<file path="config.mk">
export PLATFORM = sky130hd
export DESIGN_NAME = uart_rx_buffer
export DESIGN_NICKNAME = d
export VERILOG_FILES = /design/src/rtl/rxb_pkg.sv /design/src/rtl/rxb_ctrl.sv /design/src/rtl/rxb_fifo.sv /design/src/rtl/rxb_errs.sv /design/src/rtl/uart_rx_buffer.sv
export SDC_FILE = /design/constraint.sdc
export NUM_CORES = 1
export LEC_CHECK = 0
export BUFFER_PORTS_ARGS = -buffer_cell sky130_fd_sc_hd__buf_2
export CORE_MARGIN = 2
export CORE_UTILIZATION = 42
export CTS_CLUSTER_SIZE = 20
export DETAILED_ROUTE_END_ITERATION = 8
export GPL_ROUTABILITY_DRIVEN = 0
export GPL_TIMING_DRIVEN = 0
export PLACE_DENSITY = 0.57
export SLEW_MARGIN = 20
export SYNTH_ARGS = -nofsm -noshare
export SYNTH_HDL_FRONTEND = slang
export SYNTH_HIERARCHICAL = 1
export SYNTH_SLANG_ARGS = --single-unit
</file>
<file path="constraint.sdc">
create_clock -name clk -period 3.22 [get_ports clk]
set_input_delay 0.805 -clock clk [delete_from_list [all_inputs] [get_ports clk]]
set_output_delay 0.805 -clock clk [all_outputs]
set_load 0.03 [all_outputs]
</file>
<file path="src/rtl/rxb_pkg.sv">
package rxb_pkg;
   localparam int CTRL_W   = 8;
   localparam int STAT_W   = 10;
   localparam int ERR_W    = 4;
   // control register bit positions (decoded by this block)
   localparam int FEN_BIT  = 0;
   localparam int CLR_BIT  = 1;
   // error status bit positions
   localparam int ERR_OVR  = 0;
   localparam int ERR_PAR  = 1;
   localparam int ERR_FRM  = 2;
   localparam int ERR_BRK  = 3;
   // status word bit positions
   localparam int ST_FULL  = 8;
   localparam int ST_OVR   = 9;
endpackage

</file>
<file path="src/rtl/rxb_ctrl.sv">
module rxb_ctrl
   import rxb_pkg::*;
(
   input  logic              clk,
   input  logic              rst_n,
   input  logic              wr,
   input  logic [CTRL_W-1:0] wdata,
   output logic [CTRL_W-1:0] ctrl_q,
   output logic              fifo_clr
);
   localparam logic [CTRL_W-1:0] KEEP_MASK = ~(CTRL_W'(1) << CLR_BIT);

   assign fifo_clr = wr & wdata[CLR_BIT];

   always_ff @(posedge clk or negedge rst_n) begin
      if (!rst_n)  ctrl_q <= '0;
      else if (wr) ctrl_q <= wdata & KEEP_MASK;
   end
endmodule

</file>
<file path="src/rtl/rxb_fifo.sv">
module rxb_fifo #(
   parameter int DEPTH  = 16,
   parameter int DATA_W = 8,
   localparam int PTR_W = $clog2(DEPTH),
   localparam int CNT_W = PTR_W + 1
) (
   input  logic              clk,
   input  logic              rst_n,
   input  logic              clr,
   input  logic              push,
   input  logic [DATA_W-1:0] din,
   input  logic              pop,
   output logic [DATA_W-1:0] head,
   output logic [CNT_W-1:0]  count,
   output logic              full,
   output logic              empty
);
   logic [PTR_W-1:0]  wptr, rptr;
   logic [DATA_W-1:0] mem [DEPTH];

   assign full  = (count == CNT_W'(DEPTH));
   assign empty = (count == '0);
   assign head  = mem[rptr];

   generate
      for (genvar i = 0; i < DEPTH; i++) begin : g_slot
         always_ff @(posedge clk or negedge rst_n) begin
            if (!rst_n)
               mem[i] <= '0;
            else if (push && !clr && wptr == PTR_W'(i))
               mem[i] <= din;
         end
      end
   endgenerate

   always_ff @(posedge clk or negedge rst_n) begin
      if (!rst_n) begin
         wptr  <= '0;
         rptr  <= '0;
         count <= '0;
      end else if (clr) begin
         wptr  <= '0;
         rptr  <= '0;
         count <= '0;
      end else begin
         if (push) wptr <= wptr + 1'b1;
         if (pop)  rptr <= rptr + 1'b1;
         case ({push, pop})
            2'b10:   count <= count + 1'b1;
            2'b01:   count <= count - 1'b1;
            default: count <= count;
         endcase
      end
   end
endmodule

</file>
<file path="src/rtl/rxb_errs.sv">
module rxb_errs
   import rxb_pkg::*;
(
   input  logic             clk,
   input  logic             rst_n,
   input  logic             rd,
   input  logic [ERR_W-1:0] set,
   output logic [ERR_W-1:0] q
);
   always_ff @(posedge clk or negedge rst_n) begin
      if (!rst_n) q <= '0;
      else        q <= (rd ? '0 : q) | set;
   end
endmodule

</file>
<file path="src/rtl/uart_rx_buffer.sv">
module uart_rx_buffer
   import rxb_pkg::*;
#(
   parameter int DEPTH  = 16,
   parameter int DATA_W = 8
) (
   input  logic              clk,
   input  logic              rst_n,
   input  logic              cfg_wr,
   input  logic [7:0]        cfg_wdata,
   output logic [7:0]        cfg_q,
   input  logic              rx_valid,
   input  logic [DATA_W-1:0] rx_byte,
   input  logic              rx_perr,
   input  logic              rx_ferr,
   input  logic              rx_break,
   input  logic              rd_data_en,
   output logic [DATA_W-1:0] rd_data,
   input  logic              err_rd,
   output logic [3:0]        err_stat,
   output logic [9:0]        fifo_stat,
   output logic              data_ready,
   output logic              rx_irq,
   output logic              err_irq
);
   localparam int CNT_W = $clog2(DEPTH) + 1;

   generate
      if (DEPTH < 2 || DEPTH > 128 || (DEPTH & (DEPTH - 1)) != 0) begin : g_bad_depth
         $error("DEPTH must be a power of two between 2 and 128");
      end
      if (DATA_W < 1 || DATA_W > 8) begin : g_bad_width
         $error("DATA_W must lie between 1 and 8");
      end
   endgenerate

   logic              fifo_clr, fen, arrive, accepted;
   logic              f_push_req, f_push, f_pop, f_drop, empty_rd;
   logic              f_full, f_empty;
   logic [CNT_W-1:0]  f_count;
   logic [DATA_W-1:0] f_head, in_byte, hold_q;
   logic              hold_rdy;
   logic [ERR_W-1:0]  err_set;

   rxb_ctrl u_ctrl (
      .clk, .rst_n, .wr(cfg_wr), .wdata(cfg_wdata),
      .ctrl_q(cfg_q), .fifo_clr(fifo_clr)
   );

   assign fen        = cfg_q[FEN_BIT];
   assign arrive     = rx_valid | rx_break;
   assign in_byte    = rx_break ? '0 : rx_byte;
   assign f_push_req = arrive & fen & ~fifo_clr;
   assign f_drop     = f_push_req & f_full;
   assign f_push     = f_push_req & ~f_full;
   assign f_pop      = rd_data_en & fen & ~f_empty & ~fifo_clr;
   assign empty_rd   = rd_data_en & fen & f_empty;
   assign accepted   = f_push | (arrive & ~fen);

   rxb_fifo #(.DEPTH(DEPTH), .DATA_W(DATA_W)) u_fifo (
      .clk, .rst_n, .clr(fifo_clr), .push(f_push), .din(in_byte),
      .pop(f_pop), .head(f_head), .count(f_count),
      .full(f_full), .empty(f_empty)
   );

   // single holding register used when FIFO mode is off
   always_ff @(posedge clk or negedge rst_n) begin
      if (!rst_n) begin
         hold_q   <= '0;
         hold_rdy <= 1'b0;
      end else if (arrive && !fen) begin
         hold_q   <= in_byte;
         hold_rdy <= 1'b1;
      end else if (rd_data_en && !fen) begin
         hold_rdy <= 1'b0;
      end
   end

   always_comb begin
      err_set          = '0;
      err_set[ERR_OVR] = f_drop;
      err_set[ERR_PAR] = accepted & ~rx_break & rx_perr;
      err_set[ERR_FRM] = accepted & ~rx_break & rx_ferr;
      err_set[ERR_BRK] = rx_break;
   end

   rxb_errs u_errs (
      .clk, .rst_n, .rd(err_rd), .set(err_set), .q(err_stat)
   );

   always_ff @(posedge clk or negedge rst_n) begin
      if (!rst_n) begin
         rx_irq  <= 1'b0;
         err_irq <= 1'b0;
      end else begin
         rx_irq  <= accepted;
         err_irq <= f_drop | empty_rd;
      end
   end

   assign rd_data    = fen ? (f_empty ? '0 : f_head) : hold_q;
   assign data_ready = fen ? ~f_empty : hold_rdy;
   assign fifo_stat  = {err_stat[ERR_OVR], f_full, (f_full ? 8'h00 : 8'(f_count))};
endmodule

</file>
==> results of run 1 <==
-- registers in the layout, summed over array words and instances, names as in the netlist --
name	count
err_irq	1
hold_q	8
hold_rdy	1
rx_irq	1
u_ctrl/ctrl_q	7
u_errs/q	4
u_fifo/count	5
u_fifo/mem	128
u_fifo/rptr	4
u_fifo/wptr	4
-- stage by stage --
stage               power (mW)  TNS, ns  instance area (um2)  hold WS [ns]
detailed placement        4.50   -0.615                 8580         0.461
global route              6.89  -0.0855                 9300         0.220
CTS                       6.55        0                 9240         0.212
global placement          4.43  -172.04                 8510         0.456
finish                    6.55        0                 9300         0.225
floorplan                 3.94        0                 7960         0.450
-- placed cells by master, fill, tap and decap left out, types with 11 or more instances in the layout --
cell / netlist / layout
sky130_fd_sc_hd__buf_2: 6 / 53
sky130_fd_sc_hd__buf_4: 9 / 11
sky130_fd_sc_hd__clkbuf_1: 15 / 12
sky130_fd_sc_hd__clkbuf_16: 0 / 18
sky130_fd_sc_hd__dfrtp_1: 163 / 163
sky130_fd_sc_hd__mux2_2: 127 / 127
sky130_fd_sc_hd__mux2_4: 15 / 15
sky130_fd_sc_hd__mux4_2: 32 / 32
sky130_fd_sc_hd__nand2_1: 15 / 15
sky130_fd_sc_hd__nor2_1: 22 / 21
sky130_fd_sc_hd__nor2b_1: 19 / 18
-- routing by layer --
metal,up-vias,global-route usage (%)
met5,-,0
met4,0,6.21
met3,20,4.32
met2,103,32.8
met1,2514,26.4
li1,2159,-
-- critical path: stages, from the launching register on --
cell and delay (ns):
sky130_fd_sc_hd__dfrtp_1 0.37, sky130_fd_sc_hd__buf_6 0.18, sky130_fd_sc_hd__clkbuf_16 0.18, sky130_fd_sc_hd__mux4_2 0.50
sky130_fd_sc_hd__a22oi_1 0.25, sky130_fd_sc_hd__nand2_1 0.08, sky130_fd_sc_hd__a22o_1 0.22, sky130_fd_sc_hd__buf_2 0.18
-- kinds of logic after synthesis --
family / share of synthesized area [%]
AO/OA/AOI/OAI: 4.22
other: 0.0945
buffers and inverters: 3.26
flip-flops: 51.3
AND/OR/NAND/NOR: 8.73
adder cells (fa/ha/maj): 1.10
XOR/XNOR: 0.881
multiplexers: 30.4
-- worst paths after layout --
check / to / startpoint
max: rd_data[4] / u_fifo/rptr[0]$_DFFE_PN0P_
min: u_ctrl/ctrl_q[3]$_DFFE_PN0P_ / rst_n
max reg2reg: u_fifo/count[4]$_DFFE_PN0P_ / u_fifo/count[1]$_DFFE_PN0P_
min reg2reg: u_errs/q[1]$_DFF_PN0_ / u_errs/q[1]$_DFF_PN0_
max in group asynchronous: u_fifo/mem[113]$_DFFE_PN0P_ / rst_n
min in group clk: u_errs/q[1]$_DFF_PN0_ / u_errs/q[1]$_DFF_PN0_
-- cell type report --
type                       instances  area [um2]  area share (%)
inverter                           7        26.3           0.282
buffer                            38         295            3.17
tap                              234         293            3.15
sequential                       163        4080            43.8
clock inverter                    14         120            1.29
timing repair buffer              58         379            4.07
multi-input combinational        341        3670            39.5
clock buffer                      18         439            4.72
-- repair_timing --
item,4_1_cts,5_1_grt
gates resized for setup,23,13
gates cloned,0,1
pin swaps,2,4
hold buffers,0,0
setup buffers,3,0
endpoints found under the setup margin,8,10
-- report_power, final --
group | internal [mW] | switching, mW | total (mW)
Combinational | 0.977 | 1.09 | 2.07
Clock | 1.03 | 0.896 | 1.93
Sequential | 2.36 | 0.196 | 2.55
Total | 4.37 | 2.18 | 6.55
==> summary.txt, run 1 <==
Yosys
  • Most instantiated library cell after synthesis: sky130_fd_sc_hd__dfrtp_1
  • Synth cell count leaders: 163 x sky130_fd_sc_hd__dfrtp_1, 127 x sky130_fd_sc_hd__mux2_2, 32 x sky130_fd_sc_hd__mux4_2, 22 x sky130_fd_sc_hd__nor2_1, 19 x sky130_fd_sc_hd__nor2b_1
  • Synth Flop Type: sky130_fd_sc_hd__dfrtp_1
  • Netlist area before placement: roughly 8000 um2
  • Register bit total from synthesis: ~160
  • Sequential area share after synthesis: 51.3%
  • Number of enable-type register cells in the synthesized netlist: 0
  • Syn. warnings: 6
  • Post-synthesis cell count: 547
  • Top area cells in the synthesized netlist: sky130_fd_sc_hd__dfrtp_1 51%, sky130_fd_sc_hd__mux2_2 18%, sky130_fd_sc_hd__mux4_2 9.1%
  • Fraction of post-synthesis cell area in the top cell type by area: around 51%
  • Distinct cells, synth: 57
  • Largest area contributor in the netlist: sky130_fd_sc_hd__dfrtp_1
  • Post-synth ARST share: between 90% and 100%
  • Average instance area after synthesis: 14.5 um2

GRT
  • Global-route wire length before repair: between 20 and 30 mm
  • Largest net degree at the start of global routing: 77
  • Total global-route track usage: 19.9%
  • Antenna violations before repair: 0
  • Remaining Overflow, GRT: 0
  • Via count of the first global-routing pass: ~5.2k

Final layout
  • Area growth syn-to-layout: 17.0%
  • Final Util: roughly half
  • Antenna diode instance count: 0
  • Fraction of layout instances using a drive strength above 1: approximately half
  • Filler cells: 1630
  • Net count, final: 658
  • Number of cells in the finished layout apart from fillers: between 800 and 900

Timing
  • Max Clock Freq: 313 MHz
  • Final critical-path setup slack: between 0.02 and 0.03 ns
  • Post-route minimum period: around 3.2 ns
  • Period utilization: between 90% and 100%
  • Slew of the pin with the lowest slew margin: 0.822 ns
  • Slew Limit Headroom: between 40% and 50%
  • Worst Skew: between 0.009 and 0.01 ns
  • RSZ-0062 raised after global routing: true
  • Max-slew violation count: 0
  • Final hold violations: 0
  • Number of setup violations in the final report: 0

Clock tree
  • Number of H-tree branching levels: 4
  • Clock latency on the worst-skew pair: 0.43 ns
  • Root buffer selected by CTS: sky130_fd_sc_hd__clkbuf_16
  • Clock sinks: roughly 160
  • Clock slew at reported path FFs: 0.06 ns
  • CTS Buffer Depth: 2
  • Clock tree from TritonCTS: built
  • Number of CTS-inserted buffers: 17

Worst setup path
  • Worst Path Max Fanout: 7
  • CP Class: reg2out
  • Internal reg-to-reg setup slack: between 0.3 and 0.4 ns
  • Arrival @ worst endpoint: 2.39 ns
  • Type of destination of the critical path: output pin
  • Reg2reg path depth: 12
  • Data required time of the worst path: about 2.4 ns
  • Startpoint type of the worst setup path: register

Power and ir drop
  • Max rail drop VDD: between 300 and 400 uV
  • P per Cell Area: 704 nW/um2
  • Leakage power: 4.38 nW

Hold path
  • Hold Path Class: in2async

Detailed routing
  • Wire length on met2: just over 9 mm
  • DR top layer: met4
  • Remaining antenna violation count: 0
  • Detailed Route WL: between 15 and 20 mm
  • Starting DRT DRC Count: around 220
  • Number of vias per cell: between 5 and 6
  • Post-route DRC violation count: 0
  • Met3 Wirelength: a little over 600 um
  • DR WL/cell: 21.4 um
  • Routed vias: roughly 4.8k
  • WL met1: 8.55 mm
  • Total iterations of the first detailed-routing run: 4

Floorplan
  • Total Die Area: 20000 um2
  • Number of rows created at floorplan: 50
  • Height of the die: 142 um
  • Starting utilization of the core area: between 40% and 50%
  • Placeable Area: 18600 um2
  • Horizontal extent of the die: 142 um
  • Number of top-level pins: between 50 and 60

Placed design
  • Pre-CTS worst setup slack: -0.0866 ns
  • Inst Count DP: 837
  • Post-DP HPWL: roughly 13 mm
  • Number of buffers inserted by port buffering: 52

Job
  • Max-cap violation count: 0

Status
  • Result of the run: complete, no violations
Power figures use the tool's default switching activity.
==> inputs of run 2 (changes only) <==
--- a/config.mk
+++ b/config.mk
@@ -5,7 +5,7 @@
 export SDC_FILE = /design/constraint.sdc
 export NUM_CORES = 1
 export LEC_CHECK = 0
-export BUFFER_PORTS_ARGS = -buffer_cell sky130_fd_sc_hd__buf_2
+export BUFFER_PORTS_ARGS = -buffer_cell sky130_fd_sc_hd__buf_4
 export CORE_MARGIN = 2
 export CORE_UTILIZATION = 42
 export CTS_CLUSTER_SIZE = 20
==> summary.txt, run 2 (synthesis results as in run 1) <==
GRT
  • Global-route wire length before repair: 29.4 mm (-1.6%)
  • Total global-route track usage: 19.7% (-0.20 points)
  • Remaining Overflow, GRT: 0 (unchanged)
  • Largest net degree at the start of global routing: 87 (+13%)
  • Antenna violations before repair: 0 (unchanged)
  • Via count of the first global-routing pass: 5078 (-2.5%)

Timing
  • Post-route minimum period: 3.18 ns (-0.0181 ns)
  • Slew of the pin with the lowest slew margin: 0.783 ns (-0.0390 ns)
  • Slew Limit Headroom: 47.7% (+2.6 points)
  • Final critical-path setup slack: 0.0440 ns (+0.0181 ns)
  • Final hold violations: 0 (unchanged)
  • Max-slew violation count: 0 (unchanged)
  • Period utilization: 98.6% (-0.56 points)
  • RSZ-0062 raised after global routing: true
  • Number of setup violations in the final report: 0 (unchanged)
  • Final hold slack: 0.368 ns (+0.143 ns)
  • Worst Skew: 0.00821 ns (-0.000964 ns)
  • Max Clock Freq: 315 MHz (+0.57%)

Detailed routing
  • DR WL/cell: 21.3 um (-0.28%)
  • Routed vias: 4849 (+1.1%)
  • Post-route DRC violation count: 0 (unchanged)
  • Detailed Route WL: 18.6 mm (-0.40%)
  • Starting DRT DRC Count: 224 (+3.7%)
  • Total iterations of the first detailed-routing run: 4 (unchanged)
  • Number of vias per cell: 5.56 (+1.2%)
  • Remaining antenna violation count: 0 (unchanged)

Final layout
  • Net count, final: 657 (-0.15%)
  • Fraction of layout instances using a drive strength above 1: 51.3% (+0.39 points)
  • Max reg flops: 128 (unchanged)
  • Final Util: 51.1% (+1.2 points)
  • Area growth syn-to-layout: 19.8%
  • Largest registers in the final layout: u_fifo/mem x128, hold_q x8, u_ctrl/ctrl_q x7
  • Register name with the most flops: u_fifo/mem
  • Highest-count cells in the layout ignoring fill and taps: 163 x sky130_fd_sc_hd__dfrtp_1, 127 x sky130_fd_sc_hd__mux2_2, 54 x sky130_fd_sc_hd__buf_4
  • Leading cell type in the layout, fill and taps excluded: sky130_fd_sc_hd__dfrtp_1
  • Filler cells: 1569 (-3.7%)
  • Antenna diode instance count: 0 (unchanged)

Placed design
  • Number of buffers inserted by port buffering: 52 (unchanged)
  • Post-DP HPWL: 12.6 mm (-0.51%)
  • Pre-CTS worst setup slack: -0.128 ns (-0.0416 ns)

Clock tree
  • CTS Buffer Depth: 2 (unchanged)
  • Root buffer selected by CTS: sky130_fd_sc_hd__clkbuf_16
  • Clock latency on the worst-skew pair: 0.43 ns (about the same)
  • Number of CTS-inserted buffers: 17 (unchanged)
  • Clock sinks: 163 (unchanged)
  • Clock tree from TritonCTS: built
  • Number of H-tree branching levels: 4 (unchanged)
  • Clock slew at reported path FFs: 0.07 ns (about the same)
  • Hold buffer count at cts: 0 (unchanged)

Worst setup path
  • CP Class: reg2out
  • Data required time of the worst path: 2.41 ns (about the same)
  • Critical register-to-register path endpoint: u_fifo/count[4]$_DFFE_PN0P_
  • Reg2reg path depth: 12 (unchanged)
  • Arrival @ worst endpoint: 2.37 ns (-0.02 ns)
  • Worst Path Max Fanout: 7 (unchanged)
  • Startpoint type of the worst setup path: register
  • Type of destination of the critical path: output pin
  • Internal reg-to-reg setup slack: 0.32 ns (about the same)
  • Start of the worst register-to-register path: u_fifo/count[1]$_DFFE_PN0P_

Floorplan
  • Number of top-level pins: 58 (unchanged)
  • Height of the die: 142 um (unchanged)
  • Total Die Area: 20000 um2 (unchanged)
  • Placeable Area: 18600 um2 (unchanged)
  • Starting utilization of the core area: 42.6% (unchanged)
  • Horizontal extent of the die: 142 um (unchanged)
  • Number of rows created at floorplan: 50 (unchanged)

Power and ir drop
  • P per Cell Area: 720 nW/um2 (+2.3%)
  • Power Total: 6.86 mW (+4.7%)
  • Max rail drop VDD: 467 uV (+26%)
  • Leakage power: 4.44 nW (+1.4%)

Hold path
  • Hold Path Class: in2async

Status
  • Result of the run: complete, no violations

Job
  • Max-cap violation count: 0 (unchanged)
[run 2: changes by cell type in the layout (fill, tap and decap cells not counted), moves of 2 or more]
cell / change
sky130_fd_sc_hd__buf_6: +5
sky130_fd_sc_hd__clkinv_2: -2
sky130_fd_sc_hd__buf_4: +43
sky130_fd_sc_hd__bufinv_16: +2
sky130_fd_sc_hd__clkinvlp_4: -2
sky130_fd_sc_hd__buf_12: +2
sky130_fd_sc_hd__a22oi_1: -4
sky130_fd_sc_hd__a22oi_2: +4
sky130_fd_sc_hd__buf_2: -49
[run 2: critical path: stages, from the launching register on]
cell,delay [ns]
sky130_fd_sc_hd__dfrtp_1,0.41
sky130_fd_sc_hd__buf_12,0.17
sky130_fd_sc_hd__clkbuf_16,0.17
sky130_fd_sc_hd__mux4_2,0.52
sky130_fd_sc_hd__a22oi_2,0.22
sky130_fd_sc_hd__nand2_1,0.08
sky130_fd_sc_hd__a22o_1,0.23
sky130_fd_sc_hd__buf_6,0.15
[run 2: metrics by stage]
step	setup TNS, ns	std cells	area (um2)
floorplan	0	549	7960
global placement	-0.397	835	8640
detailed placement	-0.804	836	8680
CTS	0	870	9390
global route	-0.107	872	9520
finish	0	872	9520
[run 2: what timing repair did]
action | 4_1_cts | 5_1_grt
cloned | 0 | 2
pin swaps | 3 | 10
setup endpoints to repair | 8 | 10
buffers inserted | 2 | 0
gates resized for setup | 25 | 21
[run 2: area by class of cell]
type,instances,area [um2],share of cell area [%]
Sequential cell,163,4080,42.8
Clock inverter,13,166,1.75
Buffer,38,307,3.22
Multi-Input combinational cell,341,3690,38.8
Inverter,7,26.3,0.276
Clock buffer,19,443,4.65
Timing Repair Buffer,57,517,5.43
Tap cell,234,293,3.07
[run 2: worst max-delay path by stage]
stage,from,depth (start not counted),endpoint
after detailed placement,u_fifo/rptr[1]$_DFFE_PN0P_,7,rd_data[7]
after floorplan,cfg_wr,12,u_fifo/count[4]$_DFFE_PN0P_
after global placement,u_fifo/rptr[1]$_DFFE_PN0P_,7,rd_data[7]
final,u_fifo/rptr[0]$_DFFE_PN0P_,7,rd_data[4]
after global routing,u_fifo/rptr[0]$_DFFE_PN0P_,7,rd_data[1]
after CTS,u_fifo/rptr[0]$_DFFE_PN0P_,8,rd_data[6]
[run 2: where the power goes]
part           switching (mW)  internal (mW)
combinational            1.11           1.09
sequential              0.195           2.35
clock                   0.903           1.20
total                    2.21           4.65
[run 2: layer usage]
layer	part of all wire (%)	track usage (%)	vias to the layer above	wire length, um
met2	50	32.3	102	9280
li1	-	-	2156	-
met4	1.1	5.21	0	211
met5	0	0	-	0
met1	45	26.8	2579	8330
met3	4.2	4.08	12	773
